==> src/rtl/cfg_unlock_pkg.sv <==
package cfg_unlock_pkg;

  // Sequencer stages: prefix progress, key stage, configuration mode
  typedef enum logic [2:0] {
    ST_IDLE,
    ST_GOT86,
    ST_GOT80,
    ST_GOT55,
    ST_GOTAA,
    ST_KEY,
    ST_CONFIG
  } seqState_t;

  // Which base address the prefix picked
  typedef enum logic [1:0] {
    SEL_NONE,
    SEL_A,
    SEL_B,
    SEL_C
  } baseSel_t;

  // Strobes from the control FSM to the datapath
  typedef struct packed {
    logic     keyRestart;
    logic     keyAdvance;
    logic     baseLoad;
    baseSel_t baseSel;
    logic     idxLoad;
  } dpStrobe_t;

  // Prefix byte values; their order is part of the entry protocol
  localparam logic [7:0] PFX_FIRST  = 8'h86;
  localparam logic [7:0] PFX_SECOND = 8'h80;
  localparam logic [7:0] PFX_LO     = 8'h55;
  localparam logic [7:0] PFX_HI     = 8'hAA;

  // Exit command: this value written to this configuration index
  localparam logic [7:0] EXIT_INDEX = 8'h02;
  localparam logic [7:0] EXIT_VALUE = 8'h02;

endpackage

==> src/rtl/cfg_unlock_dp.sv <==
module cfg_unlock_dp
  import cfg_unlock_pkg::*;
#(
  parameter int ADDR_W  = 16,
  parameter int DATA_W  = 8,
  parameter int KEY_LEN = 32,
  parameter logic [DATA_W-1:0] KEY_SEED = 8'h6A,
  parameter logic [ADDR_W-1:0] BASE_A = 16'h03F0,
  parameter logic [ADDR_W-1:0] BASE_B = 16'h03BD,
  parameter logic [ADDR_W-1:0] BASE_C = 16'h0370
) (
  input  logic              clk,
  input  logic              rst,
  input  dpStrobe_t         strobe,
  input  logic [DATA_W-1:0] wrData,
  output logic [DATA_W-1:0] keyExpect,
  output logic              keyLast,
  output logic [ADDR_W-1:0] selBase,
  output logic [DATA_W-1:0] idxValue
);

  localparam int CNT_W = (KEY_LEN > 1) ? $clog2(KEY_LEN) : 1;
  localparam logic [CNT_W-1:0] LAST_CNT = CNT_W'(KEY_LEN - 1);

  logic [DATA_W-1:0] keyQ;
  logic [CNT_W-1:0]  keyCntQ;
  logic [ADDR_W-1:0] baseQ;
  logic [DATA_W-1:0] idxQ;
  logic [ADDR_W-1:0] baseLoadVal;

  // One step of the key generator: shift right, feedback into the top bit
  function automatic logic [DATA_W-1:0] keyStep(input logic [DATA_W-1:0] v);
    return {v[0] ^ v[1], v[DATA_W-1:1]};
  endfunction

  always_ff @(posedge clk) begin
    if (rst) begin
      keyQ    <= KEY_SEED;
      keyCntQ <= '0;
    end else if (strobe.keyRestart) begin
      keyQ    <= KEY_SEED;
      keyCntQ <= '0;
    end else if (strobe.keyAdvance) begin
      keyQ    <= keyStep(keyQ);
      keyCntQ <= keyCntQ + CNT_W'(1);
    end
  end

  always_comb begin
    unique case (strobe.baseSel)
      SEL_A:   baseLoadVal = BASE_A;
      SEL_B:   baseLoadVal = BASE_B;
      SEL_C:   baseLoadVal = BASE_C;
      default: baseLoadVal = '0;
    endcase
  end

  always_ff @(posedge clk) begin
    if (rst) begin
      baseQ <= '0;
      idxQ  <= '0;
    end else begin
      if (strobe.baseLoad) baseQ <= baseLoadVal;
      if (strobe.idxLoad)  idxQ  <= wrData;
    end
  end

  assign keyExpect = keyQ;
  assign keyLast   = (keyCntQ == LAST_CNT);
  assign selBase   = baseQ;
  assign idxValue  = idxQ;

endmodule

==> src/rtl/cfg_unlock_ctl.sv <==
module cfg_unlock_ctl
  import cfg_unlock_pkg::*;
#(
  parameter int ADDR_W = 16,
  parameter int DATA_W = 8,
  parameter logic [ADDR_W-1:0] PORT_ADDR = 16'h0279
) (
  input  logic              clk,
  input  logic              rst,
  input  logic [ADDR_W-1:0] ioAddr,
  input  logic [DATA_W-1:0] ioData,
  input  logic              ioWr,
  input  logic [DATA_W-1:0] keyExpect,
  input  logic              keyLast,
  input  logic [ADDR_W-1:0] selBase,
  input  logic [DATA_W-1:0] idxValue,
  output dpStrobe_t         strobe,
  output logic              cfgMode
);

  seqState_t stQ, stNext;
  logic      cfgModeQ;
  logic      hitPort, hitBase, hitData;
  seqState_t restartSt;

  assign hitPort = ioWr && (ioAddr == PORT_ADDR);
  assign hitBase = ioWr && (ioAddr == selBase);
  assign hitData = ioWr && (ioAddr == selBase + ADDR_W'(1));

  // A wrong prefix byte that is itself the first prefix byte restarts the prefix
  assign restartSt = (ioData == DATA_W'(PFX_FIRST)) ? ST_GOT86 : ST_IDLE;

  always_comb begin
    stNext = stQ;
    strobe = '0;
    strobe.baseSel = SEL_NONE;
    unique case (stQ)
      ST_IDLE: begin
        if (hitPort && ioData == DATA_W'(PFX_FIRST)) stNext = ST_GOT86;
      end
      ST_GOT86: begin
        if (hitPort) stNext = (ioData == DATA_W'(PFX_SECOND)) ? ST_GOT80 : restartSt;
      end
      ST_GOT80: begin
        if (hitPort) begin
          if (ioData == DATA_W'(PFX_LO))      stNext = ST_GOT55;
          else if (ioData == DATA_W'(PFX_HI)) stNext = ST_GOTAA;
          else                                stNext = restartSt;
        end
      end
      ST_GOT55: begin
        if (hitPort) begin
          if (ioData == DATA_W'(PFX_LO) || ioData == DATA_W'(PFX_HI)) begin
            stNext            = ST_KEY;
            strobe.baseLoad   = 1'b1;
            strobe.keyRestart = 1'b1;
            strobe.baseSel    = (ioData == DATA_W'(PFX_LO)) ? SEL_A : SEL_B;
          end else begin
            stNext = restartSt;
          end
        end
      end
      ST_GOTAA: begin
        if (hitPort) begin
          if (ioData == DATA_W'(PFX_LO)) begin
            stNext            = ST_KEY;
            strobe.baseLoad   = 1'b1;
            strobe.keyRestart = 1'b1;
            strobe.baseSel    = SEL_C;
          end else begin
            stNext = restartSt;
          end
        end
      end
      ST_KEY: begin
        if (hitBase) begin
          if (ioData == keyExpect) begin
            if (keyLast) stNext = ST_CONFIG;
            else         strobe.keyAdvance = 1'b1;
          end else begin
            stNext = ST_IDLE;
          end
        end
      end
      ST_CONFIG: begin
        if (hitBase) begin
          strobe.idxLoad = 1'b1;
        end else if (hitData && idxValue == DATA_W'(EXIT_INDEX)
                     && ioData == DATA_W'(EXIT_VALUE)) begin
          stNext = ST_IDLE;
        end
      end
      default: stNext = ST_IDLE;
    endcase
  end

  always_ff @(posedge clk) begin
    if (rst) begin
      stQ      <= ST_IDLE;
      cfgModeQ <= 1'b0;
    end else begin
      stQ      <= stNext;
      cfgModeQ <= (stNext == ST_CONFIG);
    end
  end

  assign cfgMode = cfgModeQ;

endmodule

==> src/rtl/cfg_unlock_seq.sv <==
module cfg_unlock_seq
  import cfg_unlock_pkg::*;
#(
  parameter int ADDR_W  = 16,
  parameter int DATA_W  = 8,
  parameter int KEY_LEN = 32,
  parameter logic [DATA_W-1:0] KEY_SEED  = 8'h6A,
  parameter logic [ADDR_W-1:0] PORT_ADDR = 16'h0279,
  parameter logic [ADDR_W-1:0] BASE_A    = 16'h03F0,
  parameter logic [ADDR_W-1:0] BASE_B    = 16'h03BD,
  parameter logic [ADDR_W-1:0] BASE_C    = 16'h0370
) (
  input  logic              clk,
  input  logic              rst,
  input  logic [ADDR_W-1:0] ioAddr,
  input  logic [DATA_W-1:0] ioData,
  input  logic              ioWr,
  output logic              cfgMode,
  output logic [ADDR_W-1:0] cfgBase
);

  dpStrobe_t         strobe;
  logic [DATA_W-1:0] keyExpect;
  logic              keyLast;
  logic [ADDR_W-1:0] selBase;
  logic [DATA_W-1:0] idxValue;

  cfg_unlock_ctl #(
    .ADDR_W(ADDR_W), .DATA_W(DATA_W), .PORT_ADDR(PORT_ADDR)
  ) u_ctl (
    .clk(clk), .rst(rst), .ioAddr(ioAddr), .ioData(ioData), .ioWr(ioWr),
    .keyExpect(keyExpect), .keyLast(keyLast), .selBase(selBase),
    .idxValue(idxValue), .strobe(strobe), .cfgMode(cfgMode)
  );

  cfg_unlock_dp #(
    .ADDR_W(ADDR_W), .DATA_W(DATA_W), .KEY_LEN(KEY_LEN), .KEY_SEED(KEY_SEED),
    .BASE_A(BASE_A), .BASE_B(BASE_B), .BASE_C(BASE_C)
  ) u_dp (
    .clk(clk), .rst(rst), .strobe(strobe), .wrData(ioData),
    .keyExpect(keyExpect), .keyLast(keyLast), .selBase(selBase),
    .idxValue(idxValue)
  );

  assign cfgBase = cfgMode ? selBase : '0;

endmodule

==> config.mk <==
export PLATFORM = sky130hd
export DESIGN_NAME = cfg_unlock_seq
export DESIGN_NICKNAME = d
export VERILOG_FILES = /design/src/rtl/cfg_unlock_pkg.sv /design/src/rtl/cfg_unlock_dp.sv /design/src/rtl/cfg_unlock_ctl.sv /design/src/rtl/cfg_unlock_seq.sv
export SDC_FILE = /design/constraint.sdc
export NUM_CORES = 1
export LEC_CHECK = 0
export CAP_MARGIN = 30
export CORE_ASPECT_RATIO = 0.8
export CORE_MARGIN = 3
export CORE_UTILIZATION = 50
export DETAILED_ROUTE_END_ITERATION = 6
export HOLD_SLACK_MARGIN = 0.06
export PLACE_DENSITY = 0.8
export REMOVE_ABC_BUFFERS = 1
export SLEW_MARGIN = 20
export SYNTH_ARGS = -nofsm -noshare
export SYNTH_HDL_FRONTEND = slang
export SYNTH_SLANG_ARGS = --single-unit
==> constraint.sdc <==
create_clock -name clk -period 2.59 [get_ports clk]
set_input_delay 0.518 -clock clk [delete_from_list [all_inputs] [get_ports clk]]
set_output_delay 0.518 -clock clk [all_outputs]
set_load 0.01 [all_outputs]
# == After elaboration in Yosys (flattened, before gate mapping) ==
# Cells that the tools add are included.
# totals
regBits,41
latch_bits,0
ramBits,0
rom_bits,0
wordCells,75
n_memories,0
# op_classes
add_sub_neg,2
n_mul,0
div_mod_pow,0
n_lt_le_gt_ge,0
eq_ne,21
n_shift,0
muxes,36
bitwise_logic,1
reduce_logical,9
# ops
cell,count
2-to-1 mux 3 bit,19
== test 16 bit,2
case mux 10 bit (3 select lines),1
== test 8 bit (second input constant),3
case mux 3 bit (7 select lines),1
adder 16 x 1 -> 16 bit (second input constant),1
== test 16 x 10 -> 1 bit (second input constant),1
== test 8 x 2 -> 1 bit (second input constant),2
2-to-1 mux 16 bit,1
== test 3 bit (second input constant),4
2-to-1 mux 1 bit,11
== test 8 x 7 -> 1 bit (second input constant),1
== test 8 bit,1
== test 3 x 2 -> 1 bit (second input constant),2
logical AND 1 bit,6
case mux 3 bit (2 select lines),1
adder 5 x 1 -> 5 bit (second input constant),1
== test 5 bit (second input constant),1
== test 2 bit (second input constant),2
== test 3 x 1 -> 1 bit (second input constant),1
zero test 3 bit,1
== test 2 x 1 -> 1 bit (second input constant),1
2-to-1 mux 2 bit,1
case mux 1 bit (2 select lines),1
other kinds (3),3

# == Depth between registers and ports, before layout ==
# depth
depth_word,9
mapped_depth,9
ltp_nobuf,9

# == By module ==
# A second synthesis with hierarchy kept.
# unflattened
hier_cells,319
hier_area_um2,2683.8
# by_module_without_submodules
mod,n_inst,cells_per_inst,area_per_inst_um2
cfg_unlock_ctl,1,193,1440.1
cfg_unlock_dp,1,109,1117.3
cfg_unlock_seq,1,17,126.4

# == Least setup slack after synthesis ==
# OpenSTA, ideal clock, no wires.
# synth_timing
path_type,input -> register
from,input port ioAddr[11]
to,register u_dp.keyCntQ[2]
arrival_time_ns,2.211
required_ns,2.475
path_slack_ns,0.264
stages,7
path_buffers,1
cell_sequence,or4_1 a2111oi_4 and4_4 buf_2 nand4_1 xnor2_1 and2_1
# synth_between
elab_chain_len,5
word_cells_on_any_way,10
# synth_rtl
item,line_no,source
from (decl),cfg_unlock_seq.sv:15,"input logic [ADDR_W-1:0] ioAddr,"
== test 16 x 10 -> 1 bit,cfg_unlock_ctl.sv:26,assign hitPort = ioWr && (ioAddr == PORT_ADDR);
logical AND 1 bit,cfg_unlock_ctl.sv:26,
"2-to-1 mux 1 bit, on equally long branches","cfg_unlock_ctl.sv:64, cfg_unlock_ctl.sv:52",
case mux 1 bit (2 select lines),cfg_unlock_ctl.sv:37,unique case (stQ)
OR reduction 2 bit (no line),--,
to (signal assigned),cfg_unlock_dp.sv:45,keyCntQ <= keyCntQ + CNT_W'(1);
to (decl),cfg_unlock_dp.sv:26,logic [CNT_W-1:0] keyCntQ;
# Parallel ways exist; a longest one is shown, timed or not.
# A chain may end at the register's enable or synchronous reset.

# == Worst setup path in the final report ==
# layout_timing
from,input port ioAddr[11]
to,register u_dp.keyCntQ[3]
# Same word-level chain as after synthesis.

==> results.txt <==
The tree is rooted in a sky130_fd_sc_hd__clkbuf_8. Ranked by total cell area, the synthesized netlist is headed by sky130_fd_sc_hd__dfxtp_1 (30%), sky130_fd_sc_hd__mux2i_1 (6.8%), sky130_fd_sc_hd__buf_4 (4.7%). The die is 75.0 um wide. The min-delay analysis places its worst path in the category reg -> reg. Layout cell share with drive strength beyond 1: 0.215. The final critical-path share of the clock period is 0.974, and the count of port buffers added during placement is 36. The tools report the max-cap violation count as 0.

The floorplan die height is 61.2 um, and the number of global-route vias before repair is 1780. Antenna diode count: 0. The total CTS buffers came out at 5.

The fraction of registers with async set/reset came out at 0. The setup path with the least slack is of type in -> reg. The aggregate routed wire length was 5.08 mm; the count of pins over their slew limit was 0. The mean number of vias per cell came out at 5.56.

The number of endpoints with negative hold slack in the final report came out at 0. In this run the cell area of the synthesized design comes to 0.00191 sq mm. The run gives 110 as the initial DRC count. The logs give 2.74 ns for the data arrival time of the critical path and 29 for the clock sink total.

The H-tree was split into 2 levels. The effective utilization at floorplan is 0.538, and the post-detailed-route count of antenna-violating nets is 0. The total power divided by cell area works out to 389 mW/mm^2. sky130_fd_sc_hd__dfxtp_1 is the most common cell in the netlist. The worst-case IR drop observed on VDD is 529 uV.

The run gives 52 as the number of distinct library cells after synthesis. The leakage power total is 0.00112 uW, and the number of placement rows is 19. The count of flip-flops with a built-in enable after synthesis is 0. The detailed router placed 1892 vias in this run. STA puts the critical path data required time at 2.80 ns.

The tools report the sort of element at the end of the critical path as a flop. The final core utilization is 0.762, and the number of remaining DRC errors is 0. The largest area contributor in the netlist is sky130_fd_sc_hd__dfxtp_1. The clock tree buffer depth is 2. After floorplanning, the core was sized to cover 0.00354 sq mm. Once detailed placement completed, the half-perimeter wirelength came to 3.89 mm. TritonCTS built the clock tree.

Timing would allow up to 396 MHz. The area added between synthesis and finish is 41.6%. The largest net degree at the start of global routing is 13, and the biggest fanout along the worst timing path is 4. Clock-pin slew was measured on the worst setup and hold paths at 0.06 ns. Buffers added to address setup during post-CTS repair amount to 0. Each instance of the synthesized netlist takes up on average 8.36 sq um.

The residual overflow from global routing was 0; the clock latency of the later-clocked register in the worst-skew pair was 0.27 ns. The cell count after synthesis is 228. Final routed wire length divided by cell count: 14.9 um. STA classifies the critical path startpoint as an input pin. The run finished with clean final reports. The tools report the total number of nets in the final design as 328. The area share of the leading cell type in the synthesized netlist was 0.305; the aggregate global-route resource usage was 0.232.

The clock arrives with 0.00405 ns of skew. By count the netlist is led by sky130_fd_sc_hd__dfxtp_1 (29), sky130_fd_sc_hd__nand2_1 (19), sky130_fd_sc_hd__nand3_1 (16). The prevailing post-synth register cell was sky130_fd_sc_hd__dfxtp_1. The tools report the global-route wire length before repair as 8.15 mm.

For this design the top-level I/O count stands at 44. The die covers 0.00459 sq mm. The Yosys warning count came out at 0. The routed design could run at a clock period as short as 2.52 ns. The first detailed-routing pass ran for 4 iterations. The logs give 0.305 for the sequential-to-total area share from yosys stat and 0 for the number of antenna violations at the first check in global routing. Final hold analysis gives a worst-case slack of 0.455 ns.

Setup violations remaining at the end of the flow were counted as 0. The run gives 0.878 as the placer congestion estimate. The synthesized flop and latch total was 29.
-- worst paths after layout --
kind	cells after the start	endpoint	slack, ns	startpoint
setup / recovery	8	u_dp.keyCntQ[3]	0.07	ioAddr[11]
hold / removal	2	u_dp.idxValue[4]	0.45	u_dp.idxValue[4]
setup reg to reg	6	u_dp.keyCntQ[3]	0.40	u_dp.selBase[3]
hold reg to reg	2	u_dp.idxValue[4]	0.45	u_dp.idxValue[4]
-- registers in the layout (all words and copies together) (netlist names) --
signal	count
u_ctl.cfgMode	1
u_ctl.stQ	3
u_dp.idxValue	8
u_dp.keyCntQ	5
u_dp.keyExpect	8
u_dp.selBase	4
-- cell families after synthesis --
group | Yosys count | share of synthesized area
simple gates | 105 | 0.321
compound gates | 35 | 0.135
flops | 29 | 0.305
buf+inv | 27 | 0.0788
xor+xnor | 14 | 0.0643
mux | 13 | 0.0683
fa+ha+maj | 4 | 0.0263
other cells | 1 | 0.00197
-- per-layer routing --
| metal | up-vias | GRT usage | part of all wire |
|---|---|---|---|
| met5 | - | 0 | 0 |
| met2 | 58 | 0.381 | 0.48 |
| li1 | 945 | - | - |
| met4 | 0 | 0.0609 | 0.0063 |
| met3 | 7 | 0.0506 | 0.054 |
| met1 | 882 | 0.311 | 0.46 |
-- where the power goes --
group / internal, uW / switching, uW
clock network: 313 / 164
registers: 446 / 0.00000318
logic: 71.5 / 53.7
-- critical path, stage by stage --
cell and delay, ns:
sky130_fd_sc_hd__clkdlybuf4s50_1 0.42, sky130_fd_sc_hd__or4_4 0.43, sky130_fd_sc_hd__buf_6 0.14, sky130_fd_sc_hd__a2111oi_4 0.29
sky130_fd_sc_hd__and4_4 0.31, sky130_fd_sc_hd__nand3_4 0.10, sky130_fd_sc_hd__or3_1 0.39, sky130_fd_sc_hd__a21oi_2 0.13
-- layout make-up --
class	count	area, sq um
Timing Repair Buffer	76	679
Sequential cell	29	581
Clock buffer	7	86.3
Fill cell	243	845
Clock inverter	1	30.0
Tap cell	42	52.6
Inverter	7	26.3
Multi-Input combinational cell	178	1240
-- per-stage QoR --
stage / total power (uW) / TNS (ns) / instance area [sq um] / worst slack, ns / std cells
6_report: 1050 / 0 / 2700 / 0.0675 / 340
5_1_grt: 1090 / -0.00111 / 2700 / -0.000917 / 340
4_1_cts: 1050 / 0 / 2630 / 0.0388 / 340
3_5_place_dp: 575 / -4.32 / 2520 / -0.238 / 332
3_3_place_gp: 573 / -3.61 / 2520 / -0.196 / 332
2_1_floorplan: 488 / -0.0160 / 1800 / -0.0160 / 214
-- cell usage in the layout (no fill, tap or decap), drive strengths merged, types with 3 or more instances in the layout --
cell and n:
mux2i 13, dlymetal6s2s 3, clkbuf 7, ha 4, conb 7, and3 5
nor3b 6, nand3 17, nor2 14, clkdlybuf4s50 33, nand4 5, nor3 4
xnor2 9, inv 7, o21ai 6, dfxtp 29, nor4bb 3, xor2 5
a31oi 3, and2 10, nor4 5, nand2 19, buf 40, a21oi 11
or3 4
-- what timing repair did --
| item | in CTS | in global routing |
|---|---|---|
| gates resized for setup | 0 | 17 |
| endpoints found under the setup margin | 0 | 14 |
| hold buffers | 0 | 0 |
(Power assumes the default switching activity.)
